==> config.mk <==
export PLATFORM = sky130hd
export DESIGN_NAME = frame_sync_gen
export DESIGN_NICKNAME = d
export VERILOG_FILES = /design/src/rtl/fsg_pkg.sv /design/src/rtl/fsg_tick_sel.sv /design/src/rtl/fsg_counter.sv /design/src/rtl/fsg_pin_port.sv /design/src/rtl/frame_sync_gen.sv
export SDC_FILE = /design/constraint.sdc
export NUM_CORES = 1
export LEC_CHECK = 0
export ABC_CLOCK_PERIOD_IN_PS = 2000
export BUFFER_PORTS_ARGS = -buffer_cell sky130_fd_sc_hd__buf_2
export CORE_ASPECT_RATIO = 1.5
export CORE_MARGIN = 10
export CORE_UTILIZATION = 47
export CTS_CLUSTER_DIAMETER = 80
export DETAILED_ROUTE_END_ITERATION = 6
export HOLD_SLACK_MARGIN = 0.12
export MAX_ROUTING_LAYER = met4
export PLACE_DENSITY = 0.83
export SLEW_MARGIN = 5
export SYNTH_ARGS = -nofsm -noshare
export SYNTH_HDL_FRONTEND = slang
export SYNTH_SLANG_ARGS = --single-unit
==> constraint.sdc <==
create_clock -name clk -period 2 [get_ports clk]
set_input_delay 0.2 -clock clk [delete_from_list [all_inputs] [get_ports clk]]
set_output_delay 0.2 -clock clk [all_outputs]
set_load 0.03 [all_outputs]
==> src/rtl/fsg_pkg.sv <==
// Package: shared constants for the frame sync generator.
// Assumes two sync ports, indexed transmit then receive.
package fsg_pkg;
    localparam int NUM_PORTS = 2;
    localparam int PORT_TX   = 0;
    localparam int PORT_RX   = 1;
endpackage

==> src/rtl/fsg_tick_sel.sv <==
// Module: fsg_tick_sel
// Picks the bit-clock enable: either the internal divider pulse or the
// rising edge of a resynchronised external bit-clock pin.
// Assumes ext_bclk is asynchronous and much slower than clk.
module fsg_tick_sel #(
    parameter int SYNC_STAGES = 2
) (
    input  logic clk,
    input  logic rst_n,
    input  logic use_ext,
    input  logic int_tick,
    input  logic ext_clk,
    output logic bit_tick
);
    localparam int MSB = SYNC_STAGES - 1;

    logic [MSB:0] sync_q;
    logic         last_q;
    logic         ext_tick;

    // Resynchronise the external clock and keep its previous level.
    always_ff @(posedge clk) begin
        if (!rst_n) begin
            sync_q <= '0;
            last_q <= 1'b0;
        end else begin
            sync_q <= {sync_q[MSB-1:0], ext_clk};
            last_q <= sync_q[MSB];
        end
    end

    // Rising edge of the synchronised external clock.
    assign ext_tick = sync_q[MSB] & ~last_q;

    // Select the source of the bit tick.
    always_comb begin
        bit_tick = use_ext ? ext_tick : int_tick;
    end
endmodule

==> src/rtl/fsg_counter.sv <==
// Module: fsg_counter
// Frame counter: walks bit indices 0..period_m1 on each bit tick. It raises
// the active sync for indices 0..width_m1 and a strobe at index 0.
// Assumes control inputs are quasi-static; a lowered period ends the frame.
module fsg_counter #(
    parameter int CNT_W = 8
) (
    input  logic             clk,
    input  logic             rst_n,
    input  logic             bit_tick,
    input  logic             gen_run,
    input  logic             fs_en,
    input  logic             periodic,
    input  logic             shot_req,
    input  logic [CNT_W-1:0] period_m1,
    input  logic [CNT_W-1:0] width_m1,
    output logic             gen_act,
    output logic             gen_stb
);
    logic [CNT_W-1:0] idx_q;
    logic [CNT_W-1:0] nxt_idx;
    logic             busy_q;
    logic             pend_q;
    logic             run;
    logic             at_end;
    logic             go;
    logic             consume;

    // Decode run state, frame end and whether a new frame may start.
    always_comb begin
        run     = gen_run & fs_en;
        at_end  = busy_q & (idx_q >= period_m1);
        go      = periodic | pend_q;
        nxt_idx = idx_q + 1'b1;
        consume = bit_tick & run & (~busy_q | at_end) & go;
    end

    // Hold a one-shot request until a frame consumes it.
    always_ff @(posedge clk) begin
        if (!rst_n || !run) begin
            pend_q <= 1'b0;
        end else if (shot_req && !periodic) begin
            pend_q <= 1'b1;
        end else if (consume) begin
            pend_q <= 1'b0;
        end
    end

    // Advance the bit index and drive the sync and strobe per bit tick.
    always_ff @(posedge clk) begin
        if (!rst_n) begin
            idx_q   <= '0;
            busy_q  <= 1'b0;
            gen_act <= 1'b0;
            gen_stb <= 1'b0;
        end else begin
            gen_stb <= 1'b0;
            if (bit_tick) begin
                if (!run) begin
                    idx_q   <= '0;
                    busy_q  <= 1'b0;
                    gen_act <= 1'b0;
                end else if (!busy_q || at_end) begin
                    idx_q   <= '0;
                    busy_q  <= go;
                    gen_act <= go;
                    gen_stb <= go;
                end else begin
                    idx_q   <= nxt_idx;
                    gen_act <= (nxt_idx <= width_m1);
                end
            end
        end
    end
endmodule

==> src/rtl/fsg_pin_port.sv <==
// Module: fsg_pin_port
// One sync pin slice: either drives the generator's sync with polarity applied,
// or takes the pin from outside, resynchronises it and corrects polarity.
// Assumes the external pin is asynchronous to clk.
module fsg_pin_port #(
    parameter int SYNC_STAGES = 2
) (
    input  logic clk,
    input  logic rst_n,
    input  logic dir_out,
    input  logic pol,
    input  logic pin_i,
    input  logic gen_act,
    input  logic gen_stb,
    output logic pin_o,
    output logic pin_oe,
    output logic fs_act,
    output logic frm_stb
);
    localparam int MSB = SYNC_STAGES - 1;

    logic [MSB:0] sync_q;
    logic         in_lvl;
    logic         in_act_q;
    logic         in_stb_q;

    // Resynchronise the incoming pin; reset to its inactive level.
    always_ff @(posedge clk) begin
        if (!rst_n) begin
            sync_q <= {SYNC_STAGES{pol}};
        end else begin
            sync_q <= {sync_q[MSB-1:0], pin_i};
        end
    end

    // Active-high level of the incoming pin.
    assign in_lvl = sync_q[MSB] ^ pol;

    // Register the incoming sync and flag its rising edge.
    always_ff @(posedge clk) begin
        if (!rst_n) begin
            in_act_q <= 1'b0;
            in_stb_q <= 1'b0;
        end else begin
            in_act_q <= in_lvl;
            in_stb_q <= in_lvl & ~in_act_q;
        end
    end

    // Choose the sync source and form the pin drive.
    always_comb begin
        pin_oe  = dir_out;
        pin_o   = gen_act ^ pol;
        fs_act  = dir_out ? gen_act : in_act_q;
        frm_stb = dir_out ? gen_stb : in_stb_q;
    end
endmodule

==> src/rtl/frame_sync_gen.sv <==
// Module: frame_sync_gen (top)
// Frame sync generator for a two-phase serial audio port: clock source
// select, frame counter and one pin slice per sync (transmit, receive).
// Assumes all controls come from direct ports and change between frames.
module frame_sync_gen
    import fsg_pkg::*;
#(
    parameter int CNT_W       = 8,
    parameter int SYNC_STAGES = 2
) (
    input  logic                 clk,
    input  logic                 rst_n,
    input  logic                 clk_src_ext,
    input  logic                 int_bit_tick,
    input  logic                 ext_bclk,
    input  logic [CNT_W-1:0]     period_m1,
    input  logic [CNT_W-1:0]     width_m1,
    input  logic                 periodic,
    input  logic                 shot_req,
    input  logic                 gen_run,
    input  logic                 fs_en,
    input  logic [NUM_PORTS-1:0] fs_dir_out,
    input  logic [NUM_PORTS-1:0] fs_pol,
    input  logic [NUM_PORTS-1:0] fs_pin_i,
    output logic [NUM_PORTS-1:0] fs_pin_o,
    output logic [NUM_PORTS-1:0] fs_pin_oe,
    output logic [NUM_PORTS-1:0] fs_active,
    output logic [NUM_PORTS-1:0] frame_stb
);
    logic bit_tick;
    logic gen_act;
    logic gen_stb;

    fsg_tick_sel #(.SYNC_STAGES(SYNC_STAGES)) u_tick (
        .clk      (clk),
        .rst_n    (rst_n),
        .use_ext  (clk_src_ext),
        .int_tick (int_bit_tick),
        .ext_clk  (ext_bclk),
        .bit_tick (bit_tick)
    );

    fsg_counter #(.CNT_W(CNT_W)) u_cnt (
        .clk       (clk),
        .rst_n     (rst_n),
        .bit_tick  (bit_tick),
        .gen_run   (gen_run),
        .fs_en     (fs_en),
        .periodic  (periodic),
        .shot_req  (shot_req),
        .period_m1 (period_m1),
        .width_m1  (width_m1),
        .gen_act   (gen_act),
        .gen_stb   (gen_stb)
    );

    for (genvar gi = 0; gi < NUM_PORTS; gi++) begin : g_port
        fsg_pin_port #(.SYNC_STAGES(SYNC_STAGES)) u_port (
            .clk     (clk),
            .rst_n   (rst_n),
            .dir_out (fs_dir_out[gi]),
            .pol     (fs_pol[gi]),
            .pin_i   (fs_pin_i[gi]),
            .gen_act (gen_act),
            .gen_stb (gen_stb),
            .pin_o   (fs_pin_o[gi]),
            .pin_oe  (fs_pin_oe[gi]),
            .fs_act  (fs_active[gi]),
            .frm_stb (frame_stb[gi])
        );
    end
endmodule

======== Yosys cells after proc, flatten, opt, wreduce, memory -nomap -nowiden ========
Cells that the tools add are included.
cells by class
  add/subtract/negate cells ............... 1
  eq/ne operators ......................... 1
  bitwise operators ....................... 18
  $lt $le $gt $ge ......................... 2
  mux-type cells .......................... 15
  reduce and logical (&&, ||, !) cells .... 10
operators with widths
  kind                                                            number
  8-bit 2-to-1 mux                                                2
  1-bit 2-to-1 mux                                                11
  8-bit by 1-bit adder with 8-bit output (second input constant)  1
  1-bit AND                                                       8
  8-bit greater-or-equal comparator                               1
  8-bit less-or-equal comparator                                  1
  1-bit zero test                                                 4
  2-bit 2-to-1 mux                                                2
  1-bit inverter                                                  4
  4-bit AND reduction                                             1
  1-bit bitwise XOR                                               4
  1-bit logical OR                                                2
  2-bit inequality test (second input constant)                   1
  1-bit bitwise OR                                                2
  2-bit AND reduction                                             1
  2-bit nonzero test                                              1
  1-bit logical AND                                               1
word-level totals
  bits in registers ....................... 23
  output and inout bits ................... 8

======== Logic depth before layout (Yosys ltp) ========
Gate-level depths: netlist (run 1).
  depth in word-level cells ............... 8
  depth in mapped cells ................... 9
  mapped depth without buffers ............ 9

======== Modules after synthesis ========
From an unflattened synthesis (run 1), not the netlist that was laid out.
second synthesis, totals
  cells, all modules ...................... 181
  area total of the unflattened synthesis .. 1,556.5 um^2
modules (own cells, without submodules)
  module        cells an instance  area each (um^2)  seq. area each (um^2)  times used
  fsg_counter   140                1,131.1           240.2                  1
  fsg_pin_port  16                 165.2             80.1                   2
  fsg_tick_sel  9                  95.1              60.1                   1

======== Worst setup path after synthesis (run 1) ========
Ideal clock, no wire load.
  path kind ............................... register to register
  start ................................... register u_cnt.idx_q[0]
  end ..................................... register u_cnt.gen_act
  library setup time ...................... 0.122 ns
  setup slack ............................. 0.026 ns
  clock period less this slack ............ 1.974 ns
  required time ........................... 1.878 ns
  arrival time ............................ 1.852 ns
  cell stages (with the launch flop) ...... 10
  path through ............................ dfxtp_1 > ha_1 > nand3_1 > nor2_1 > xor2_1 > ha_1 > nand4_1 > o211ai_1 > o21ai_0 > a221o_1
between the ends
  longest elaborated chain between the ends .. 5
ends and longest elaborated chain
  element                                                                         line               source
  from (decl)                                                                     fsg_counter.sv:20  logic [CNT_W-1:0] idx_q;
  from (signal assigned)                                                          fsg_counter.sv:69  idx_q <= nxt_idx;
  branches (longest 3 deep; another with 8-bit by 1-bit adder with 8-bit output)  -
  1-bit 2-to-1 mux (*)                                                            fsg_counter.sv:63  end else if (!busy_q || at_end) begin
  1-bit 2-to-1 mux (*)                                                            fsg_counter.sv:59  if (!run) begin
  to (signal assigned)                                                            fsg_counter.sv:66  gen_act <= go;
  to (signal assigned)                                                            fsg_counter.sv:70  gen_act <= (nxt_idx <= width_m1);
  to (decl)                                                                       fsg_counter.sv:17  output logic gen_act,
Every way passes the cells marked *.
A chain may end at the register's enable or synchronous reset.

======== Worst setup path in the final report (run 1) ========
Ends and elaborated chain as after synthesis.

==> flow_metrics.env, run 1 <==
export IMPL_slew_violations=0
export IMPL_clockBufferDepth=2
export IMPL_grt_pass1_wl_mm=5.13
export IMPL_cts_tree="built"
export IMPL_whs_ns=0.129
export IMPL_netlist_area_um2=1440
export IMPL_place_area_um2=1700
export IMPL_antenna_cells=0
export IMPL_place_congestion=0.842
export IMPL_drc=0
export IMPL_die_w_um=65.2
export IMPL_fin_area_um2=1850
export IMPL_antenna_found_initial=0
export IMPL_cts_buffers=3
export IMPL_setup_violations_final=0
export IMPL_core_um2=2940
export IMPL_antenna_left=0
export IMPL_required_ns=2.16
export IMPL_final_common_cell="buf_2"
export IMPL_synth_top_area_cell="dfxtp_1"
export IMPL_power_density_nw_per_um2=501
export IMPL_worst_slack_ns=0.0473
export IMPL_io_buffers=38
export IMPL_tns_ns=0
export IMPL_syn_to_final_growth_pct=28.4
export IMPL_finalCritPeriodShare_pct=97.6
export IMPL_synth_top_area_share_pct=31.9
export IMPL_grt_max_degree=15
export IMPL_end_kind="register"
export IMPL_fmax_mhz=512
export IMPL_status="finished, final reports clean"
export IMPL_ir_worst_vdd_mv=0.339
export IMPL_via_per_inst=5.12
export IMPL_wl_per_cell_um=14.1
export IMPL_syn_nets=201
export IMPL_initial_core_util_pct=49.0
export IMPL_dp_slack_ns=-0.0212
export IMPL_yosys_cell_types_count=41
export IMPL_p_leak_nw=0.974
export IMPL_hp_class="input port to register"
export IMPL_initialDrtViolationCount=36
export IMPL_synth_seq_cells=23
export IMPL_dieArea_um2=5730
export IMPL_worstSetupStartpointType="register"
export IMPL_clk_pin_slew_ns=0.08
export IMPL_root_buffer="clkbuf_8"
export IMPL_nets=249
export IMPL_min_period_ns=1.95
export IMPL_rsz0062_at_grt="yes"
export IMPL_final_cell_mix="38 x buf_2, 18 x dfxtp_1, 16 x inv_1, 16 x ha_1"
export IMPL_cts_sinks=23
export IMPL_cts_hold_buf=0
export IMPL_cp_max_fo=5
export IMPL_hold_viol_final=0
export IMPL_die_h_um=87.8
export IMPL_relSlewSlack_pct=75.6
export IMPL_io_pins=39
export IMPL_dpl_hpwl_mm=2.69
export IMPL_track_usage_pct=11.7
export IMPL_tightest_slew_ns=0.366
export IMPL_seq_area_frac_synth_pct=31.9
export IMPL_finalWirelength_mm=3.36
export IMPL_drtPass1Iterations=4
export IMPL_syn_inst=153
export IMPL_insertion_delay_ns=0.27
export IMPL_skew_ns=0.00138
export IMPL_rows=24
export IMPL_maxCapViolations=0
export IMPL_synth_area_top_cells="dfxtp_1 32%, ha_1 15%, xor2_1 4.3%, a22o_2 4.2%, buf_4 4.2%"
export IMPL_drive_above_1_share_pct=44.0
export IMPL_htreeDepth=1
export IMPL_avgSynthCellArea_um2=9.42
export IMPL_grt_pass1_vias=1212
export IMPL_nFillCells=255
export IMPL_report_power_total_uw=926
export IMPL_rrSetupSlack_ns=0.05
export IMPL_crit_type="register to register"
export IMPL_grt_overflow_total=0
export IMPL_cp_arrival_ns=2.12
export IMPL_yosys_warnings=0
export IMPL_vias=1223
-- cells in the mapped netlist --
| master | n |
|---|---|
| o21ai_1 | 1 |
| o21ai_0 | 1 |
| o221a_4 | 1 |
| xnor2_1 | 3 |
| a22o_1 | 1 |
| and2_1 | 6 |
| dfxtp_1 | 23 |
| nand2b_1 | 3 |
| nor3_1 | 1 |
| buf_4 | 8 |
| nor2_1 | 4 |
| a21oi_1 | 2 |
| nor2b_1 | 4 |
| o211ai_2 | 1 |
| nand3_1 | 5 |
| a22o_2 | 6 |
| a221o_1 | 1 |
| a211o_1 | 2 |
| nand2b_4 | 1 |
| nand4_1 | 2 |
| a211oi_1 | 1 |
| o211ai_1 | 2 |
| nor2_2 | 1 |
| o21ai_4 | 1 |
| nand3b_1 | 1 |
| xor2_1 | 7 |
| clkbuf_1 | 1 |
| o31ai_1 | 2 |
| nor3b_1 | 1 |
| and3_1 | 2 |
| mux2_2 | 4 |
| inv_1 | 16 |
| and4_1 | 1 |
| or2b_1 | 1 |
| nand2_1 | 13 |
| buf_1 | 1 |
| a21oi_2 | 1 |
| a21o_1 | 2 |
| ha_1 | 17 |
| a211oi_4 | 1 |
| and4b_1 | 1 |
-- critical path: stages (launching register included) --
cell and delay, ns:
dfxtp_4 0.38, buf_6 0.12, nand3_4 0.06, xnor2_2 0.15, ha_1 0.33, and4b_1 0.21
a211oi_2 0.05, o211ai_1 0.17, o21ai_1 0.09, a221o_1 0.29
-- metal layers --
layer | track usage, % | share of wire (%) | up-vias
met2 | 20.6 | 49 | 42
met3 | 4.22 | 8.8 | 7
li1 | - | - | 617
met4 | 5.86 | 2.3 | 0
met1 | 10.8 | 39 | 557
met5 | - | 0 | -
-- kinds of logic (layout without fill, tap and decap cells) --
family | after synthesis | count (layout) | synth area share (%)
compound gates | 26 | 26 | 17.1
xor+xnor | 10 | 10 | 6.08
fa+ha+maj | 17 | 17 | 14.8
buf+inv | 26 | 73 | 8.85
flops | 23 | 23 | 31.9
mux | 4 | 4 | 3.12
simple gates | 47 | 47 | 18.1
-- path summary, 6_finish.rpt --
check | cells past startpoint | to | startpoint
worst max-delay path | 9 | u_cnt.gen_act$_SDFFE_PN0P_ | u_cnt.idx_q[0]$_SDFFE_PN0P_
worst max register to register | 9 | u_cnt.gen_act$_SDFFE_PN0P_ | u_cnt.idx_q[0]$_SDFFE_PN0P_
worst min-delay path | 3 | g_port[0].u_port.sync_q[0]$_DFF_P_ | fs_pin_i[0]
worst min register to register | 1 | g_port[0].u_port.in_stb_q$_SDFF_PN0_ | g_port[0].u_port.in_act_q$_SDFF_PN0_
-- registers in the layout, indices dropped and copies added (netlist names) --
name / cells
u_tick.last_q: 1
u_cnt.pend_q: 1
u_tick.sync_q: 2
u_cnt.busy_q: 1
g_port.u_port.in_stb_q: 2
g_port.u_port.in_act_q: 2
u_cnt.idx_q: 8
u_cnt.gen_stb: 1
g_port.u_port.sync_q: 4
u_cnt.gen_act: 1
-- through the flow --
stage / utilization [%] / cells
after detailed placement: 57.6 / 231
after floorplan: - / 153
after global routing: 62.9 / 239
after global placement: 57.6 / 231
final: 62.9 / 239
after CTS: 59.3 / 235
-- report_power, final --
part	total (mW)	switching [mW]	internal, mW	leakage (nW)
Clock	0.291	0.148	0.143	0.0228
Sequential	0.481	0.00732	0.474	0.192
Combinational	0.154	0.0829	0.0713	0.760
Total	0.926	0.238	0.688	0.974
-- area by class of cell --
class                           count  area, um^2  area share, %
Clock buffer                        4        45.0           2.43
Inverter                           16        60.1           3.25
Multi-Input combinational cell    104         915           49.4
Sequential cell                    23         472           25.5
Tap cell                           39        48.8           2.64
Timing Repair Buffer               53         310           16.8
-- timing repair --
item	4_1_cts	5_1_grt
gates resized for setup	2	20
endpoints found under the setup margin	1	3
buffers inserted	0	4
gates cloned	0	0
pin swaps	1	10
No activity file was read; power rests on OpenSTA's default activity.
==> run 2, diff against run 1 <==
--- a/config.mk
+++ b/config.mk
@@ -5,16 +5,16 @@
 export SDC_FILE = /design/constraint.sdc
 export NUM_CORES = 1
 export LEC_CHECK = 0
-export ABC_CLOCK_PERIOD_IN_PS = 2000
+export ABC_CLOCK_PERIOD_IN_PS = 2400
 export BUFFER_PORTS_ARGS = -buffer_cell sky130_fd_sc_hd__buf_2
 export CORE_ASPECT_RATIO = 1.5
 export CORE_MARGIN = 10
-export CORE_UTILIZATION = 47
+export CORE_UTILIZATION = 56
 export CTS_CLUSTER_DIAMETER = 80
 export DETAILED_ROUTE_END_ITERATION = 6
 export HOLD_SLACK_MARGIN = 0.12
 export MAX_ROUTING_LAYER = met4
-export PLACE_DENSITY = 0.83
+export PLACE_DENSITY = 0.91
 export SLEW_MARGIN = 5
 export SYNTH_ARGS = -nofsm -noshare
 export SYNTH_HDL_FRONTEND = slang
==> constraint.sdc (replaced) <==
create_clock -name clk -period 2.4 [get_ports clk]
set_input_delay 0.24 -clock clk [delete_from_list [all_inputs] [get_ports clk]]
set_output_delay 0.24 -clock clk [all_outputs]
set_load 0.03 [all_outputs]
==> run 2 against run 1 <==
Hold slack better by 0.041 ns. Clock skew up 0.010 ns. Sequential power is 16% lower. Global-route usage increased by 1.9 points. Largest power group unchanged. Via count decreased by 3.2%. Critical path type unchanged.
==> flow_metrics.env, run 2 (same netlist as run 1, synthesis figures left out) <==
export IMPL_hold_viol_final=0
export IMPL_finalWirelength_mm=3.17
export IMPL_max_stage_delay_ns=0.43
export IMPL_io_pins=39
export IMPL_antenna_found_initial=0
export IMPL_initialDrtViolationCount=17
export IMPL_tns_ns=0
export IMPL_insertion_delay_ns=0.33
export IMPL_maxCapViolations=0
export IMPL_ir_worst_vdd_mv=0.370
export IMPL_utilization_pct=67.6
export IMPL_largest_register_ffs=8
export IMPL_htreeDepth=1
export IMPL_hold_path_cell_count=3
export IMPL_skew_ns=0.0118
export IMPL_drc=0
export IMPL_drtPass1Iterations=5
export IMPL_core_um2=2450
export IMPL_post_cts_setup_buffers=0
export IMPL_wl_per_cell_um=15.0
export IMPL_nets=237
export IMPL_vias=1184
export IMPL_tightest_slew_ns=0.345
export IMPL_final_common_cell="buf_2"
export IMPL_die_h_um=82.1
export IMPL_dpl_hpwl_mm=2.66
export IMPL_crit_type="register to register"
export IMPL_setup_violations_final=0
export IMPL_cts_sinks=23
export IMPL_initial_core_util_pct=58.8
export IMPL_final_cell_mix="38 x buf_2, 21 x dfxtp_1, 17 x ha_1, 16 x inv_1, 13 x nand2_1"
export IMPL_hp_class="input port to register"
export IMPL_io_buffers=38
export IMPL_power_density_nw_per_um2=437
export IMPL_grt_pass1_wl_mm=5.12
export IMPL_slew_violations=0
export IMPL_slowest_stage="dfxtp_1"
export IMPL_track_usage_pct=13.6
export IMPL_place_congestion=0.933
export IMPL_clockBufferDepth=2
export IMPL_root_buffer="clkbuf_4"
export IMPL_drive_above_1_share_pct=32.4
export IMPL_required_ns=2.62
export IMPL_relSlewSlack_pct=77.0
export IMPL_finalCritPeriodShare_pct=88.9
export IMPL_r2r_cells=9
export IMPL_p_leak_nw=0.890
export IMPL_antenna_left=0
export IMPL_antenna_cells=0
export IMPL_crit_chain="and3_1, nand3_1, nor2_1, xor2_1, ha_1, nand4_1, o211ai_1, o21ai_0, a221o_1"
export IMPL_grt_max_degree=15
export IMPL_reg_top3="u_cnt.idx_q: 8 flops, g_port.u_port.sync_q: 4 flops"
export IMPL_die_w_um=61.4
export IMPL_cp_arrival_ns=2.36
export IMPL_rsz0062_at_grt="no"
export IMPL_clk_pin_slew_ns=0.14
export IMPL_end_kind="register"
export IMPL_grt_pass1_vias=1243
export IMPL_via_per_inst=5.58
export IMPL_cp_max_fo=5
export IMPL_worstSetupStartpointType="register"
export IMPL_dieArea_um2=5050
export IMPL_cts_buffers=3
export IMPL_cts_tree="built"
export IMPL_grt_overflow_total=0
export IMPL_status="finished, final reports clean"
export IMPL_worst_slack_ns=0.267
export IMPL_syn_to_final_growth_pct=14.9
export IMPL_dp_slack_ns=0.233
export IMPL_regMostFlops="u_cnt.idx_q"
export IMPL_min_period_ns=2.13
export IMPL_fmax_mhz=469
export IMPL_rows=22
[run 2: final timing paths]
kind / startpoint / end / slack, ns
setup reg to reg: u_cnt.idx_q[4]$_SDFFE_PN0P_ / u_cnt.gen_act$_SDFFE_PN0P_ / 0.27
hold / removal: fs_pol[1] / g_port[1].u_port.sync_q[1]$_DFF_P_ / 0.17
setup / recovery: u_cnt.idx_q[4]$_SDFFE_PN0P_ / u_cnt.gen_act$_SDFFE_PN0P_ / 0.27
hold reg to reg: g_port[0].u_port.in_act_q$_SDFF_PN0_ / g_port[0].u_port.in_stb_q$_SDFF_PN0_ / 0.42
[run 2: worst max-delay path, delay by kind of cell, from the launching register on]
kind | cells | cell delay (ns)
AND/OR/NAND/NOR | 4 | 0.58
flip-flops | 1 | 0.43
adder cells (fa/ha/maj) | 1 | 0.32
XOR/XNOR | 1 | 0.10
AO/OA/AOI/OAI | 3 | 0.59
[run 2: power breakdown]
part | total (mW) | switching (mW) | internal, mW | leakage, nW
combinational | 0.126 | 0.0671 | 0.0587 | 0.687
clock | 0.194 | 0.130 | 0.0640 | 0.0139
sequential | 0.404 | 0.00649 | 0.398 | 0.189
[run 2: layout make-up]
| type | instances | area [um^2] |
|---|---|---|
| clock buffer | 3 | 22.5 |
| tap | 24 | 30.0 |
| sequential | 23 | 463 |
| inverter | 16 | 60.1 |
| multi-input combinational | 104 | 853 |
| clock inverter | 1 | 7.51 |
| timing repair buffer | 41 | 220 |
| fill | 201 | 793 |
[run 2: metrics by stage]
step / instances / power (mW) / instance area, um^2 / hold slack [ns]
final: 212 / 0.724 / 1660 / 0.170
after global routing: 212 / 0.755 / 1660 / 0.199
after CTS: 212 / 0.726 / 1650 / 0.174
after detailed placement: 205 / 0.536 / 1590 / 0.412
after global placement: 205 / 0.529 / 1590 / 0.401
after floorplan: 153 / 0.499 / 1440 / 0.350
[run 2: layer usage]
metal  wire, um  track usage [%]  up-vias
met2       1700             23.4       37
met4        110             10.1        0
li1           -                -      596
met3        169             2.29        9
met5          0                -        -
met1       1200             13.2      542
[run 2: timing repair]
item	4_1_cts	5_1_grt
endpoints found under the setup margin	0	1
hold endpoints to repair	3	0
resized for setup	0	2
hold buffers	3	0
==> run 3, diff against run 2 <==
--- a/config.mk
+++ b/config.mk
@@ -5,16 +5,17 @@
 export SDC_FILE = /design/constraint.sdc
 export NUM_CORES = 1
 export LEC_CHECK = 0
+export ABC_AREA = 1
 export ABC_CLOCK_PERIOD_IN_PS = 2400
 export BUFFER_PORTS_ARGS = -buffer_cell sky130_fd_sc_hd__buf_2
 export CORE_ASPECT_RATIO = 1.5
 export CORE_MARGIN = 10
-export CORE_UTILIZATION = 56
+export CORE_UTILIZATION = 57
 export CTS_CLUSTER_DIAMETER = 80
 export DETAILED_ROUTE_END_ITERATION = 6
 export HOLD_SLACK_MARGIN = 0.12
 export MAX_ROUTING_LAYER = met4
-export PLACE_DENSITY = 0.91
+export PLACE_DENSITY = 0.92
 export SLEW_MARGIN = 5
 export SYNTH_ARGS = -nofsm -noshare
 export SYNTH_HDL_FRONTEND = slang
==> run 3 against run 2 <==
Clock power rose by 23%. Worst setup slack improved by 0.062 ns. Die area grew 3.6%. Count of clock-buffer cells in the layout did not move. Critical endpoint unchanged. Critical path depth increased by 3. Via count is 12% higher.
==> flow_metrics.env, run 3 <==
export IMPL_status="finished, final reports clean"
export IMPL_rrSetupSlack_ns=0.33
export IMPL_synth_seq_cells=23
export IMPL_cts_tree="built"
export IMPL_cts_resized_gates=0
export IMPL_finalCritPeriodShare_pct=86.3
export IMPL_yosys_warnings=0
export IMPL_tightest_slew_ns=0.532
export IMPL_cts_sinks=23
export IMPL_io_buffers=38
export IMPL_wl_per_cell_um=11.9
export IMPL_place_congestion=0.884
export IMPL_reg_top3="u_cnt.idx_q: 8 flops, g_port.u_port.sync_q: 4 flops"
export IMPL_ir_worst_vdd_mv=0.398
export IMPL_hold_end="g_port[1].u_port.sync_q[0]$_DFF_P_"
export IMPL_skew_ns=0.00686
export IMPL_syn_to_final_growth_pct=14.0
export IMPL_rows=23
export IMPL_cp_max_fo=4
export IMPL_synth_top_area_cell="dfxtp_1"
export IMPL_initialDrtViolationCount=37
export IMPL_die_h_um=83.7
export IMPL_syn_nets=253
export IMPL_root_buffer="clkbuf_8"
export IMPL_largest_register_ffs=8
export IMPL_finalWirelength_mm=3.26
export IMPL_power_density_nw_per_um2=439
export IMPL_nets=286
export IMPL_post_cts_setup_buffers=0
export IMPL_dr_wl_met3_um=156
export IMPL_via_per_inst=4.82
export IMPL_async_reset_ff_share_pct=0
export IMPL_synth_common_cells="61 x nand2_1, 34 x inv_1, 23 x dfxtp_1, 17 x ha_1"
export IMPL_maxCapViolations=0
export IMPL_insertion_delay_ns=0.27
export IMPL_netlist_area_um2=1540
export IMPL_fmax_mhz=483
export IMPL_cts_hold_buf=0
export IMPL_track_usage_pct=13.3
export IMPL_p_leak_nw=0.991
export IMPL_syn_inst=205
export IMPL_worstHoldStart="fs_pin_i[1]"
export IMPL_die_w_um=62.4
export IMPL_antenna_found_initial=0
export IMPL_cts_buffers=3
export IMPL_dieArea_um2=5220
export IMPL_vias=1322
export IMPL_hold_viol_final=0
export IMPL_worstSetupStartpointType="register"
export IMPL_synth_area_top_cells="dfxtp_1 30%, nand2_1 15%, ha_1 14%, inv_1 8.3%, buf_4 3.9%"
export IMPL_fin_area_um2=1760
export IMPL_met1_length_mm=1.30
export IMPL_tns_ns=0
export IMPL_nFillCells=245
export IMPL_dpl_hpwl_mm=2.74
export IMPL_utilization_pct=66.3
export IMPL_r2r_cells=12
export IMPL_initial_core_util_pct=58.2
export IMPL_htreeDepth=1
export IMPL_regMostFlops="u_cnt.idx_q"
export IMPL_routed_top_layer="met4"
export IMPL_grt_max_degree=15
export IMPL_place_area_um2=1710
export IMPL_grt_pass1_wl_mm=5.71
export IMPL_relSlewSlack_pct=64.5
export IMPL_seq_area_frac_synth_pct=29.9
export IMPL_avgSynthCellArea_um2=7.51
export IMPL_drtPass1Iterations=4
export IMPL_rr_endpoint="u_cnt.gen_act$_SDFFE_PN0P_"
export IMPL_end_kind="register"
export IMPL_io_pins=39
export IMPL_slew_violations=0
export IMPL_clk_pin_slew_ns=0.08
export IMPL_grt_overflow_total=0
export IMPL_required_ns=2.60
export IMPL_synth_edf_count=0
export IMPL_crit_type="register to register"
export IMPL_rsz0062_at_grt="no"
export IMPL_final_common_cell="nand2_1"
export IMPL_hold_path_cell_count=3
export IMPL_hp_class="input port to register"
export IMPL_cp_arrival_ns=2.27
export IMPL_antenna_left=0
export IMPL_min_period_ns=2.07
export IMPL_core_um2=2650
export IMPL_grt_pass1_vias=1353
export IMPL_timing_rr_start="u_cnt.idx_q[0]$_SDFFE_PN0P_"
export IMPL_antenna_cells=0
export IMPL_synth_top_area_share_pct=29.9
export IMPL_yosysMostFrequentCell="nand2_1"
export IMPL_clockBufferDepth=2
export IMPL_dp_cells=270
export IMPL_yosys_cell_types_count=29
export IMPL_drc=0
export IMPL_whs_ns=0.163
export IMPL_post_layout_nonfiller_instances=274
export IMPL_synth_ff_type="dfxtp_1"
export IMPL_drive_above_1_share_pct=26.2
export IMPL_wl_met2_mm=1.77
export IMPL_setup_violations_final=0
export IMPL_final_cell_mix="61 x nand2_1, 38 x buf_2, 34 x inv_1, 23 x dfxtp_1, 17 x ha_1"
[run 3: cells by family (layout without fill, tap and decap cells)]
logic type / after synthesis / count (layout) / share of synthesized area [%]
AND/OR/NAND/NOR: 86 / 86 / 25.4
buffers and inverters: 46 / 78 / 13.4
flip-flops: 23 / 23 / 29.9
AO/OA/AOI/OAI: 19 / 19 / 7.88
adder cells (fa/ha/maj): 17 / 17 / 13.8
XOR/XNOR: 10 / 10 / 6.66
multiplexers: 4 / 4 / 2.92
[run 3: layout make-up]
class | instances | area, um^2 | share of cell area, %
clock buffers | 3 | 41.3 | 2.35
clock inverters | 1 | 5.00 | 0.285
inverters | 36 | 139 | 7.91
multi-input cells | 136 | 873 | 49.8
flip-flops and latches | 23 | 460 | 26.2
well taps | 37 | 46.3 | 2.64
repair buffers | 38 | 190 | 10.8
[run 3: power by group]
part	switching [mW]	leakage (nW)	internal, mW
clock	0.123	0.0255	0.116
sequential	0.00637	0.188	0.397
combinational	0.0765	0.777	0.0515
[run 3: per-layer routing]
| metal | vias to the layer above | GRT usage (%) |
|---|---|---|
| met5 | - | - |
| met3 | 4 | 3.23 |
| li1 | 691 | - |
| met1 | 598 | 12.4 |
| met2 | 29 | 25.1 |
| met4 | 0 | 4.90 |
[run 3: worst max-delay path, stage by stage (launching register included)]
cell and delay, ns:
dfxtp_1 0.42, ha_1 0.21, nand2_1 0.07, nor2_2 0.12, nand3_1 0.12, xnor2_2 0.17
ha_1 0.28, nand2_1 0.06, nor2_1 0.17, nand4_1 0.13, nand3_1 0.10, nand2_1 0.05
a21oi_1 0.11
[run 3: metrics by stage]
stage,power [mW],setup slack (ns)
after global routing,0.811,0.139
after floorplan,0.504,0.569
after detailed placement,0.541,0.338
after CTS,0.775,0.328
final,0.770,0.329
after global placement,0.536,0.498
[run 3: worst max path at each step]
stage,from,to,slack [ns],cells past startpoint
after detailed placement,u_cnt.idx_q[0]$_SDFFE_PN0P_,u_cnt.gen_act$_SDFFE_PN0P_,0.34,13
after global routing,u_cnt.idx_q[1]$_SDFFE_PN0P_,u_cnt.gen_act$_SDFFE_PN0P_,0.14,12
after CTS,u_cnt.idx_q[0]$_SDFFE_PN0P_,u_cnt.gen_act$_SDFFE_PN0P_,0.33,12
after global placement,u_cnt.idx_q[1]$_SDFFE_PN0P_,u_cnt.gen_act$_SDFFE_PN0P_,0.50,13
after floorplan,u_cnt.idx_q[0]$_SDFFE_PN0P_,u_cnt.gen_act$_SDFFE_PN0P_,0.57,13
final,u_cnt.idx_q[0]$_SDFFE_PN0P_,u_cnt.gen_act$_SDFFE_PN0P_,0.33,12
